**src/rtl/dcarb_pkg.sv**
```systemverilog
package dcarb_pkg;
    typedef enum logic [1:0] {
        MD_ALT   = 2'b00,
        MD_BURST = 2'b01,
        MD_EXT   = 2'b10,
        MD_SER   = 2'b11
    } xfer_mode_e;

    typedef enum logic [1:0] {
        SP_XDATA = 2'b00,
        SP_IRAM  = 2'b01,
        SP_SFR   = 2'b10,
        SP_RSVD  = 2'b11
    } addr_space_e;

    typedef enum logic [1:0] {
        CY_INSTR = 2'b00,
        CY_DMA0  = 2'b01,
        CY_DMA1  = 2'b10
    } cyc_state_e;

    localparam int NCH = 2;
endpackage

```
**src/rtl/dcarb_demand.sv**
```systemverilog
module dcarb_demand
    import dcarb_pkg::*;
#(
    parameter int             AW       = 16,
    parameter logic [AW-1:0]  SER_ADDR = 'h99,
    parameter logic [AW-1:0]  TXF_ADDR = 'h85
) (
    input  logic          clk,
    input  logic          rst,
    input  logic [1:0]    mode,
    input  logic          go,
    input  logic [AW-1:0] src,
    input  logic [1:0]    src_sp,
    input  logic [AW-1:0] dst,
    input  logic [1:0]    dst_sp,
    input  logic          ext_flag,
    input  logic          rx_flag,
    input  logic          tx_flag,
    input  logic          txf_nf,
    input  logic          other_alt_go,
    input  logic          last_was_instr,
    input  logic          last_dma_self,
    output logic          demand,
    output logic          tx_tgt
);
    logic src_hit, dst_hit, raw;

    always_comb begin
        src_hit = (src == SER_ADDR) && (addr_space_e'(src_sp) == SP_SFR);
        dst_hit = (dst == SER_ADDR) && (addr_space_e'(dst_sp) == SP_SFR);
        tx_tgt  = (dst == TXF_ADDR) && (addr_space_e'(dst_sp) == SP_SFR);
        unique case (xfer_mode_e'(mode))
            MD_ALT:   raw = last_was_instr && !(other_alt_go && last_dma_self);
            MD_BURST: raw = 1'b1;
            MD_EXT:   raw = ext_flag;
            MD_SER:   raw = (src_hit && rx_flag) || (!src_hit && dst_hit && tx_flag);
            default:  raw = 1'b0;
        endcase
        demand = go && raw && (!tx_tgt || txf_nf);
    end

    AST_RAM_NO_SER: assert property (@(posedge clk) disable iff (rst)
        (mode == 2'b11) && (src_sp != 2'b10) && (dst_sp != 2'b10) |-> !demand);
    AST_GO_GATE: assert property (@(posedge clk) disable iff (rst)
        !go |-> !demand);
endmodule

```
**src/rtl/dcarb_fsm.sv**
```systemverilog
module dcarb_fsm
    import dcarb_pkg::*;
(
    input  logic           clk,
    input  logic           rst,
    input  logic           slot_en,
    input  logic [NCH-1:0] dem,
    input  logic [NCH-1:0] tx_tgt,
    input  logic           dma_reg_acc,
    output logic [2:0]     cyc,
    output logic [NCH-1:0] grant,
    output logic           last_was_instr,
    output logic           last_dma
);
    cyc_state_e     state, nxt;
    logic [NCH-1:0] elig;
    logic           reg_block;

    assign reg_block = (state == CY_INSTR) && dma_reg_acc;

    for (genvar i = 0; i < NCH; i++) begin : g_elig
        assign elig[i] = dem[i] && !(tx_tgt[i] && state != CY_INSTR) && !reg_block;
    end

    // transitions: T_HOLD (no strobe), T_GRANT0, T_GRANT1, T_IDLE
    always_comb begin
        nxt = state;
        if (slot_en) begin
            if (elig[0])      nxt = CY_DMA0;
            else if (elig[1]) nxt = CY_DMA1;
            else              nxt = CY_INSTR;
        end
    end

    always_ff @(posedge clk) begin
        if (rst) begin
            state    <= CY_INSTR;
            grant    <= '0;
            last_dma <= 1'b1;
        end else begin
            grant <= '0;
            if (slot_en) begin
                state <= nxt;
                grant <= {nxt == CY_DMA1, nxt == CY_DMA0};
                if (nxt == CY_DMA0) last_dma <= 1'b0;
                if (nxt == CY_DMA1) last_dma <= 1'b1;
            end
        end
    end

    always_comb begin
        unique case (state)
            CY_INSTR: cyc = 3'b001;
            CY_DMA0:  cyc = 3'b010;
            CY_DMA1:  cyc = 3'b100;
            default:  cyc = 3'b001;
        endcase
        last_was_instr = (state == CY_INSTR);
    end

    AST_GRANT_ONE: assert property (@(posedge clk) disable iff (rst)
        $onehot0(grant));
    AST_GRANT_ON_SLOT: assert property (@(posedge clk) disable iff (rst)
        (grant != '0) |-> $past(slot_en));
    AST_HOLD_NO_SLOT: assert property (@(posedge clk) disable iff (rst)
        !$past(slot_en) |-> $stable(state));
    AST_TX0_AFTER_INSTR: assert property (@(posedge clk) disable iff (rst)
        grant[0] && $past(tx_tgt[0]) |-> $past(state == CY_INSTR));
    AST_TX1_AFTER_INSTR: assert property (@(posedge clk) disable iff (rst)
        grant[1] && $past(tx_tgt[1]) |-> $past(state == CY_INSTR));
    AST_REG_GAP: assert property (@(posedge clk) disable iff (rst)
        $past(slot_en && state == CY_INSTR && dma_reg_acc) |-> (grant == '0));
    AST_CH0_FIRST: assert property (@(posedge clk) disable iff (rst)
        grant[1] && !$past(tx_tgt[0]) && !$past(dma_reg_acc) |-> !$past(dem[0]));
endmodule

```
**src/rtl/dma_cycle_arbiter.sv**
```systemverilog
module dma_cycle_arbiter
    import dcarb_pkg::*;
#(
    parameter int             AW       = 16,
    parameter logic [AW-1:0]  SER_ADDR = 'h99,
    parameter logic [AW-1:0]  TXF_ADDR = 'h85
) (
    input  logic          clk,
    input  logic          rst,
    input  logic          slot_en,
    input  logic [1:0]    ch0_mode,
    input  logic          ch0_go,
    input  logic [AW-1:0] ch0_src,
    input  logic [1:0]    ch0_src_sp,
    input  logic [AW-1:0] ch0_dst,
    input  logic [1:0]    ch0_dst_sp,
    input  logic [1:0]    ch1_mode,
    input  logic          ch1_go,
    input  logic [AW-1:0] ch1_src,
    input  logic [1:0]    ch1_src_sp,
    input  logic [AW-1:0] ch1_dst,
    input  logic [1:0]    ch1_dst_sp,
    input  logic [1:0]    ext_req,
    input  logic          rx_flag,
    input  logic          tx_flag,
    input  logic          txf_not_full,
    input  logic          dma_reg_acc,
    output logic [2:0]    cyc_o,
    output logic [1:0]    grant_o
);
    logic [1:0]    mode_a   [NCH];
    logic          go_a     [NCH];
    logic [AW-1:0] src_a    [NCH];
    logic [1:0]    srcsp_a  [NCH];
    logic [AW-1:0] dst_a    [NCH];
    logic [1:0]    dstsp_a  [NCH];
    logic [NCH-1:0] dem, tx_tgt, alt_go;
    logic           last_was_instr, last_dma;

    assign mode_a[0] = ch0_mode;   assign mode_a[1] = ch1_mode;
    assign go_a[0]   = ch0_go;     assign go_a[1]   = ch1_go;
    assign src_a[0]  = ch0_src;    assign src_a[1]  = ch1_src;
    assign srcsp_a[0]= ch0_src_sp; assign srcsp_a[1]= ch1_src_sp;
    assign dst_a[0]  = ch0_dst;    assign dst_a[1]  = ch1_dst;
    assign dstsp_a[0]= ch0_dst_sp; assign dstsp_a[1]= ch1_dst_sp;

    for (genvar i = 0; i < NCH; i++) begin : g_ch
        assign alt_go[i] = (xfer_mode_e'(mode_a[i]) == MD_ALT) && go_a[i];

        dcarb_demand #(.AW(AW), .SER_ADDR(SER_ADDR), .TXF_ADDR(TXF_ADDR)) u_dem (
            .clk            (clk),
            .rst            (rst),
            .mode           (mode_a[i]),
            .go             (go_a[i]),
            .src            (src_a[i]),
            .src_sp         (srcsp_a[i]),
            .dst            (dst_a[i]),
            .dst_sp         (dstsp_a[i]),
            .ext_flag       (ext_req[i]),
            .rx_flag        (rx_flag),
            .tx_flag        (tx_flag),
            .txf_nf         (txf_not_full),
            .other_alt_go   (alt_go[NCH-1-i]),
            .last_was_instr (last_was_instr),
            .last_dma_self  (last_dma == 1'(i)),
            .demand         (dem[i]),
            .tx_tgt         (tx_tgt[i])
        );
    end

    dcarb_fsm u_fsm (
        .clk            (clk),
        .rst            (rst),
        .slot_en        (slot_en),
        .dem            (dem),
        .tx_tgt         (tx_tgt),
        .dma_reg_acc    (dma_reg_acc),
        .cyc            (cyc_o),
        .grant          (grant_o),
        .last_was_instr (last_was_instr),
        .last_dma       (last_dma)
    );

    AST_CYC_ONEHOT: assert property (@(posedge clk) disable iff (rst)
        $countones(cyc_o) == 1);
    AST_ALT_AFTER_INSTR: assert property (@(posedge clk) disable iff (rst)
        grant_o[0] && $past(ch0_mode == 2'b00) |-> $past(cyc_o[0]));
endmodule

```
**config.mk**
```make
export PLATFORM = sky130hd
export DESIGN_NAME = dma_cycle_arbiter
export DESIGN_NICKNAME = d
export VERILOG_FILES = /design/src/rtl/dcarb_pkg.sv /design/src/rtl/dcarb_demand.sv /design/src/rtl/dcarb_fsm.sv /design/src/rtl/dma_cycle_arbiter.sv
export SDC_FILE = /design/constraint.sdc
export NUM_CORES = 1
export LEC_CHECK = 0
export BUFFER_PORTS_ARGS = -buffer_cell sky130_fd_sc_hd__buf_2
export CORE_MARGIN = 4
export CORE_UTILIZATION = 34
export DETAILED_ROUTE_END_ITERATION = 10
export PLACE_DENSITY = 0.87
export SLEW_MARGIN = 20
export SYNTH_ARGS = -nofsm -noshare
export SYNTH_HDL_FRONTEND = slang
export SYNTH_HIERARCHICAL = 1
export SYNTH_SLANG_ARGS = --single-unit
```
**constraint.sdc**
```tcl
create_clock -name clk -period 4.8 [get_ports clk]
set_clock_uncertainty 0.05 [all_clocks]
set_input_delay 1.44 -clock clk [delete_from_list [all_inputs] [get_ports clk]]
set_output_delay 1.44 -clock clk [all_outputs]
set_load 0.01 [all_outputs]
```
==> results of run 1 <==
-- Yosys cell counts, drive strengths merged, types with 2 or more instances --
library cell  instances
nand4bb               2
a211o                 2
dfxtp                 5
nand4b                4
ha                    5
nand4                 2
a221o                 2
nand2                 5
nor4b                 4
a21oi                 4
nor4bb                2
nor4                  2
nand3                 3
nand3b                2
a41oi                 3
inv                  11
nor3                  6
nor3b                 2
and3                  2
nor2                  2
or4                   4
-- cell usage in the layout (no fill, tap or decap), types with 3 or more instances in the layout --
| cell type | Yosys | final |
|---|---|---|
| sky130_fd_sc_hd__a21oi_1 | 3 | 3 |
| sky130_fd_sc_hd__a41oi_2 | 3 | 3 |
| sky130_fd_sc_hd__buf_2 | 0 | 91 |
| sky130_fd_sc_hd__clkbuf_4 | 0 | 3 |
| sky130_fd_sc_hd__dfxtp_1 | 5 | 5 |
| sky130_fd_sc_hd__ha_1 | 5 | 5 |
| sky130_fd_sc_hd__inv_1 | 11 | 11 |
| sky130_fd_sc_hd__nand2_1 | 4 | 4 |
| sky130_fd_sc_hd__nand4b_1 | 4 | 4 |
-- where the power goes --
group	switching [W]	total (W)	internal (W)	leakage (nW)
Sequential	0.000000963	0.0000443	0.0000433	0.0406
Clock	0.0000157	0.0000471	0.0000313	0.0150
Combinational	0.0000295	0.0000689	0.0000394	0.571
-- routing by layer --
layer,share of wire [%],track usage (%)
met1,32,14.7
met3,9.8,4.90
met5,0,0
met4,2.3,10.8
met2,56,38.2
-- sequential cells by signal, summed over array words and instances, names as in the netlist --
| register | count |
|---|---|
| u_fsm/state | 2 |
| u_fsm/last_dma | 1 |
| u_fsm/grant | 2 |
-- cells by family (layout without fill, tap and decap cells) --
family,after synthesis,in the layout,synth area share (%)
and+or+nand+nor,45,45,51.7
AOI/OAI and AO/OA,14,14,18.9
buffers and inverters,11,106,5.67
adders and majority gates,5,5,8.59
DFF,5,5,13.7
muxes,1,1,1.37
-- area by class of cell --
cell class,count,area [µm²]
fill,181,758
multi-input combinational,65,587
timing repair buffer,91,455
sequential,5,100
inverter,11,41.3
tap,27,33.8
clock buffer,4,26.3
-- stage by stage --
step | total power, W | utilization [%] | hold WS [ns] | cell area [µm²]
3_5_place_dp | 0.000113 | 60.8 | 0.469 | 1220
6_report | 0.000160 | 62.1 | 0.490 | 1240
2_1_floorplan | 0.0000686 | - | 0.413 | 728
5_1_grt | 0.000171 | 62.1 | 0.510 | 1240
3_3_place_gp | 0.000109 | 60.8 | 0.438 | 1220
4_1_cts | 0.000161 | 62.1 | 0.480 | 1240
-- path summary, 6_finish.rpt --
kind,startpoint,endpoint,slack [ns],depth (start not counted)
setup / recovery,ch1_dst[1],u_fsm/last_dma,1.05,13
hold reg to reg,u_fsm/last_dma,u_fsm/last_dma,0.49,2
setup reg to reg,u_fsm/state[1],u_fsm/last_dma,2.21,11
hold / removal,u_fsm/last_dma,u_fsm/last_dma,0.49,2
-- worst max-delay path, delay by kind of cell --
family	cells	cell delay, ns
AO/OA/AOI/OAI	4	0.57
adder cells (fa/ha/maj)	1	0.27
buffers and inverters	1	0.10
multiplexers	1	0.21
AND/OR/NAND/NOR	6	1.26
==> Implementation_results.wiki, run 1 <==
{| class="wikitable"
! Metric !! Value
|-
| Outcome || completed
|-
| Clock input transition at the sequential cells of the worst setup and hold paths || approximately 0.040 ns
|-
| GRT Total Usage || 18.4%
|-
| Buffers inserted during post-CTS setup optimization || 0
|-
| Root buffer selected by CTS || sky130_fd_sc_hd__clkbuf_4
|-
| Aggregate global routing overflow || 0
|-
| First-pass iteration count of the detailed router || 4
|-
| Via density || between 5 and 6
|-
| Vertical die dimension || between 50 and 60 µm
|-
| Total wire length || about 3100 µm
|-
| Post-route setup TNS || 0 ns
|-
| TritonCTS clock tree || built
|-
| Post-layout worst setup margin || between 1 and 1.5 ns
|-
| Yosys reg bits || 5
|-
| Max Clock Freq || about 0.27 GHz
|-
| Mapped Cells || around 80
|-
| Growth of design area from synthesis to finish || 70.8%
|-
| Synthesized net count || between 150 and 200
|-
| Initial antenna violation count || 0
|-
| Number of remaining DRC errors || 0
|-
| Slowest cell on the critical path || sky130_fd_sc_hd__nor4b_2
|-
| Worst EP arrival || roughly 3.8 ns
|-
| Number of cells upsized or downsized after cts || 0
|-
| Peak per-stage delay on the critical path || 0.40 ns
|-
| Cell type contributing the most total cell area after synthesis || sky130_fd_sc_hd__dfxtp_1
|-
| N_diodes || 0
|-
| Clock insertion delay at the later pin of the skew report || 0.24 ns
|-
| H-tree level count || 1
|-
| Hold buffer count at cts || 0
|-
| Required time at the endpoint of the critical path || 4.88 ns
|-
| Post-layout minimum cycle time || about 3.8 ns
|-
| Mapped cell area || ~730 µm²
|-
| Top Ports || 92
|-
| Leak Pwr || between 0.6 and 0.7 nW
|-
| Clk sink count || 5
|-
| Capturing element type of the critical path || flip-flop
|-
| Critical path peak fanout || 3
|-
| Overall die area || 0.00295 mm²
|-
| Leading post-synthesis cells by cell area || sky130_fd_sc_hd__dfxtp_1 14%, sky130_fd_sc_hd__ha_1 8.6%, sky130_fd_sc_hd__a41oi_2 6.7%, sky130_fd_sc_hd__inv_1 5.7%, sky130_fd_sc_hd__nand4b_1 4.8%
|-
| Sequential cell area fraction in the yosys report || 13.7%
|-
| Cell area power density || 129 mW/mm²
|-
| Classification of the worst-slack hold path || flip-flop to flip-flop
|-
| Worst path cell trace || buf_2 -> nor4b_1 -> nand4_1 -> nor4b_2 -> a221o_1 -> a41oi_2 -> nand2_2 -> a21oi_2 -> a31o_1 -> ha_1 -> and2b_1 -> mux2i_1 -> nand2_1
|-
| CORE AREA || between 0.002 and 0.0025 mm²
|-
| Final GP Congestion || 0.718
|-
| Measured slew at the worst slew-check pin || just under 0.4 ns
|-
| Wire length of the first global-routing pass || around 4000 µm
|-
| Number of maximum-capacitance constraint violations || 0
|-
| Clock Path Buffers || 2
|-
| Asr flop ratio synth || 0%
|-
| Initial core utilization || a little over a third
|-
| Avg WL per Cell || 15.3 µm
|-
| Number of routed nets with antenna violations || 0
|-
| RSZ-0062 raised after global routing || false
|-
| Row cnt || 16
|-
| Instance count after placement with tap cells included || slightly below 200
|-
| IR Drop Worst-Case VDD || approximately 0.000097 V
|-
| Ys Warns || 6
|-
| Width of the die || 54.3 µm
|-
| Number of DRC markers after the initial detailed-route iteration || 21
|-
| Most used flip-flop cell after synthesis || sky130_fd_sc_hd__dfxtp_1
|-
| Vias in the first global route || around 1.0k
|-
| Filler-free cell count of the finished design || ~200
|-
| Number of clock buffers inserted by TritonCTS || 3
|-
| Routed vias || roughly 1.0k
|-
| Final setup fails || 0
|-
| Final Max Tran Viols || 0
|-
| Number of nets at the end of the flow || around 270
|-
| Startpoint Class || input port
|-
| Period Utilization, post-route || 78.2%
|-
| Final hold viol count || 0
|-
| Maximum number of pins on one net before global-route repair || 8
|-
| Post-Syn Area per Cell || around 9 µm²
|-
| HPWL after detailed placement || around 2800 µm
|-
| Remaining max-slew budget at the tightest pin || about three quarters
|-
| Share of the synthesized area in the top cell type || between 10% and 20%
|-
| Worst setup path class || input port to flip-flop
|-
| Post-synth EDFFs || 0
|-
| Post-synthesis cell type count || 35
|-
| Share of cells above drive strength 1 || 65.3%
|-
| Worst Setup Slack post-DPL || approximately 0.85 ns
|-
| Buffers on Ports || about 90
|}
(Power assumes the default switching activity.)
==> run 2, diff against run 1 <==
--- a/config.mk
+++ b/config.mk
@@ -7,9 +7,9 @@
 export LEC_CHECK = 0
 export BUFFER_PORTS_ARGS = -buffer_cell sky130_fd_sc_hd__buf_2
 export CORE_MARGIN = 4
-export CORE_UTILIZATION = 34
+export CORE_UTILIZATION = 29
 export DETAILED_ROUTE_END_ITERATION = 10
-export PLACE_DENSITY = 0.87
+export PLACE_DENSITY = 0.79
 export SLEW_MARGIN = 20
 export SYNTH_ARGS = -nofsm -noshare
 export SYNTH_HDL_FRONTEND = slang
==> constraint.sdc (replaced) <==
create_clock -name clk -period 3.2 [get_ports clk]
set_clock_uncertainty 0.05 [all_clocks]
set_input_delay 0.96 -clock clk [delete_from_list [all_inputs] [get_ports clk]]
set_output_delay 0.96 -clock clk [all_outputs]
set_load 0.01 [all_outputs]
==> Implementation_results.wiki, run 2 (synthesis results as in run 1) <==
{| class="wikitable"
! Metric !! Value
|-
| Slowest cell on the critical path || sky130_fd_sc_hd__nor4b_4
|-
| Capturing element of the worst setup path || u_fsm/last_dma
|-
| Switching part of the total power || between 20% and 30%
|-
| Post-layout minimum cycle time || a little over 3 ns
|-
| Area of placed instances || approximately 0.0013 mm²
|-
| Reg-to-reg setup timing slack || slightly above 0.7 ns
|-
| Worst Hold Depth || 2
|-
| Number of DRC markers after the initial detailed-route iteration || 33
|-
| Hold buffer count at cts || 0
|-
| Proportion of power drawn by flip-flops and latches || 26.6%
|-
| Total stage count of the critical path || 13
|-
| R2r endpoint || u_fsm/last_dma
|-
| Worst path buffer plus inverter count || 1
|-
| Routed vias || 1070
|-
| Origin of the worst setup path || ch1_dst[6]
|-
| Remaining max-slew budget at the tightest pin || 77.7%
|-
| Final setup fails || 0
|-
| Number of routed nets with antenna violations || 0
|-
| Final Max Tran Viols || 0
|-
| Top Ports || just over 90
|-
| Number of remaining DRC errors || 0
|-
| Post-layout worst setup margin || roughly 0.11 ns
|-
| Classification of the worst-slack hold path || flip-flop to flip-flop
|-
| Vias in the first global route || roughly 1.1k
|-
| Final GP Congestion || 0.750
|-
| Clock insertion delay at the later pin of the skew report || ~0.24 ns
|-
| Via density || 5.10
|-
| Required time at the endpoint of the critical path || roughly 3.3 ns
|-
| CORE AREA || 0.00230 mm²
|-
| Post-route setup TNS || 0 ns
|-
| Top Family by Delay on Critical Path || simple AND/OR/NAND/NOR gates
|-
| Initial core utilization || 31.7%
|-
| Startpoint Class || input port
|-
| Global-route met1 utilization || between 10 and 15%
|-
| GRT Total Usage || 15.4%
|-
| Total Power || ~0.00025 W
|-
| Most common library cell in the layout ignoring fill and taps || sky130_fd_sc_hd__buf_2
|-
| Internal Power || roughly 0.00018 W
|-
| Critical path peak fanout || 2
|-
| Measured slew at the worst slew-check pin || 0.333 ns
|-
| First-pass iteration count of the detailed router || 4
|-
| Outcome || completed
|-
| Cell area power density || roughly 180 mW/mm²
|-
| Clock Path Buffers || 2
|-
| Wire length of the first global-routing pass || about 4200 µm
|-
| HPWL after detailed placement || 2630 µm
|-
| R2R Path Start || u_fsm/state[0]
|-
| Layer with the highest usage after global routing || met2
|-
| Width of the die || between 50 and 60 µm
|-
| Share of cells above drive strength 1 || 68.7%
|-
| Row cnt || 17
|-
| N_diodes || 0
|-
| Vertical die dimension || roughly 58 µm
|-
| Final hold viol count || 0
|-
| Switch Pwr || 0.0000714 W
|-
| Post-route cell area || between 0.001 and 0.0015 mm²
|-
| Logic depth of the worst register-to-register path || 11
|-
| H-tree level count || 1
|-
| Capturing element type of the critical path || flip-flop
|-
| Worst hold slack || approximately 0.46 ns
|-
| Number of nets at the end of the flow || about 280
|-
| Peak per-stage delay on the critical path || 0.32 ns
|-
| Leak Pwr || approximately 0.69 nW
|-
| Maximum number of pins on one net before global-route repair || 8
|-
| Clock input transition at the sequential cells of the worst setup and hold paths || 0.04 ns
|-
| Worst setup path class || input port to flip-flop
|-
| Grt met3 use || 4.01%
|-
| Root buffer selected by CTS || sky130_fd_sc_hd__clkbuf_4
|-
| Total wire length || 3060 µm
|-
| Count of fill cells added during filler insertion || 181
|-
| Period Utilization, post-route || between 90% and 100%
|-
| Aggregate global routing overflow || 0
|-
| Combinational cell fraction of total power || 45.1%
|-
| Most frequent cells in the layout || 88 x sky130_fd_sc_hd__buf_2, 11 x sky130_fd_sc_hd__inv_1, 6 x sky130_fd_sc_hd__buf_4, 5 x sky130_fd_sc_hd__ha_1, 5 x sky130_fd_sc_hd__dfxtp_1
|-
| Number of maximum-capacitance constraint violations || 0
|-
| Overall die area || approximately 0.0034 mm²
|-
| Worst EP arrival || ~3.2 ns
|-
| IR Drop Worst-Case VDD || between 0.0001 and 0.00015 V
|-
| Initial antenna violation count || 0
|-
| Clk sink count || 5
|-
| Top Registers || u_fsm/grant x2, u_fsm/state x2, u_fsm/last_dma x1
|-
| Met2 capacity usage during global routing || 31.6%
|-
| Worst Setup Slack post-DPL || -0.185 ns
|-
| Number of clock buffers inserted by TritonCTS || 3
|-
| Clock group share of total power || 28.3%
|-
| Growth of design area from synthesis to finish || 86.8%
|-
| Avg WL per Cell || around 15 µm
|-
| Worst path cell trace || buf_2 -> nor4bb_4 -> nand4_1 -> nor4b_4 -> a221o_1 -> a41oi_2 -> nand2_2 -> a21oi_2 -> a31o_1 -> ha_1 -> and2b_1 -> mux2i_1 -> nand2_1
|-
| Max Clock Freq || between 0.3 and 0.4 GHz
|-
| Buffers on Ports || 91
|-
| TritonCTS clock tree || built
|-
| RSZ-0062 raised after global routing || true
|}
==> run 2: changes by cell type in the layout (fill, tap and decap cells not counted), sizes merged <==
cell and delta:
buf +6
==> run 2: final cells by class <==
cell class / instances / area [µm²] / area share (%)
clock buffers: 4 / 26.3 / 1.93
inverters: 11 / 41.3 / 3.04
multi-input cells: 65 / 638 / 46.9
flip-flops and latches: 5 / 100 / 7.36
well taps: 28 / 35.0 / 2.58
repair buffers: 97 / 519 / 38.2
==> run 2: worst min path at each step <==
| stage | end | from | slack [ns] |
|---|---|---|---|
| 6_report | u_fsm/last_dma | u_fsm/last_dma | 0.46 |
| 5_1_grt | u_fsm/last_dma | u_fsm/last_dma | 0.49 |
| 4_1_cts | u_fsm/last_dma | u_fsm/last_dma | 0.47 |
| 3_5_place_dp | u_fsm/last_dma | u_fsm/last_dma | 0.45 |
| 3_3_place_gp | u_fsm/last_dma | u_fsm/last_dma | 0.44 |
| 2_1_floorplan | u_fsm/last_dma | u_fsm/last_dma | 0.41 |
==> run 2: power by group through the flow <==
stage / sequential [W] / clock, W / combinational [W]
after detailed placement: 0.0000674 / 0 / 0.000103
after CTS: 0.0000663 / 0.0000753 / 0.000104
after global placement: 0.0000673 / 0 / 0.0000994
after floorplan: 0.0000673 / 0 / 0.0000355
after global routing: 0.0000664 / 0.0000778 / 0.000123
final: 0.0000663 / 0.0000708 / 0.000113
==> run 2: metrics by stage <==
step                util [%]  std cells
floorplan                  -         81
global placement        54.7        205
detailed placement      54.7        205
CTS                     55.8        209
global route            59.2        210
finish                  59.2        210
==> run 2: tightest hold or removal path: cells and delay by family, from the launching register on <==
kind / cells / cell delay, ns
multiplexers: 1 / 0.08
AND/OR/NAND/NOR: 1 / 0.05
flip-flops: 1 / 0.35
==> run 2: per-layer routing <==
| layer | vias up | wire [µm] |
|---|---|---|
| li1 | 521 | - |
| met4 | 0 | 37 |
| met2 | 58 | 1780 |
| met5 | - | 0 |
| met1 | 487 | 933 |
| met3 | 4 | 302 |
==> run 2: repair_timing <==
item	CTS	global route
gates resized for setup	0	10
setup buffers	0	1
endpoints found under the setup margin	0	1
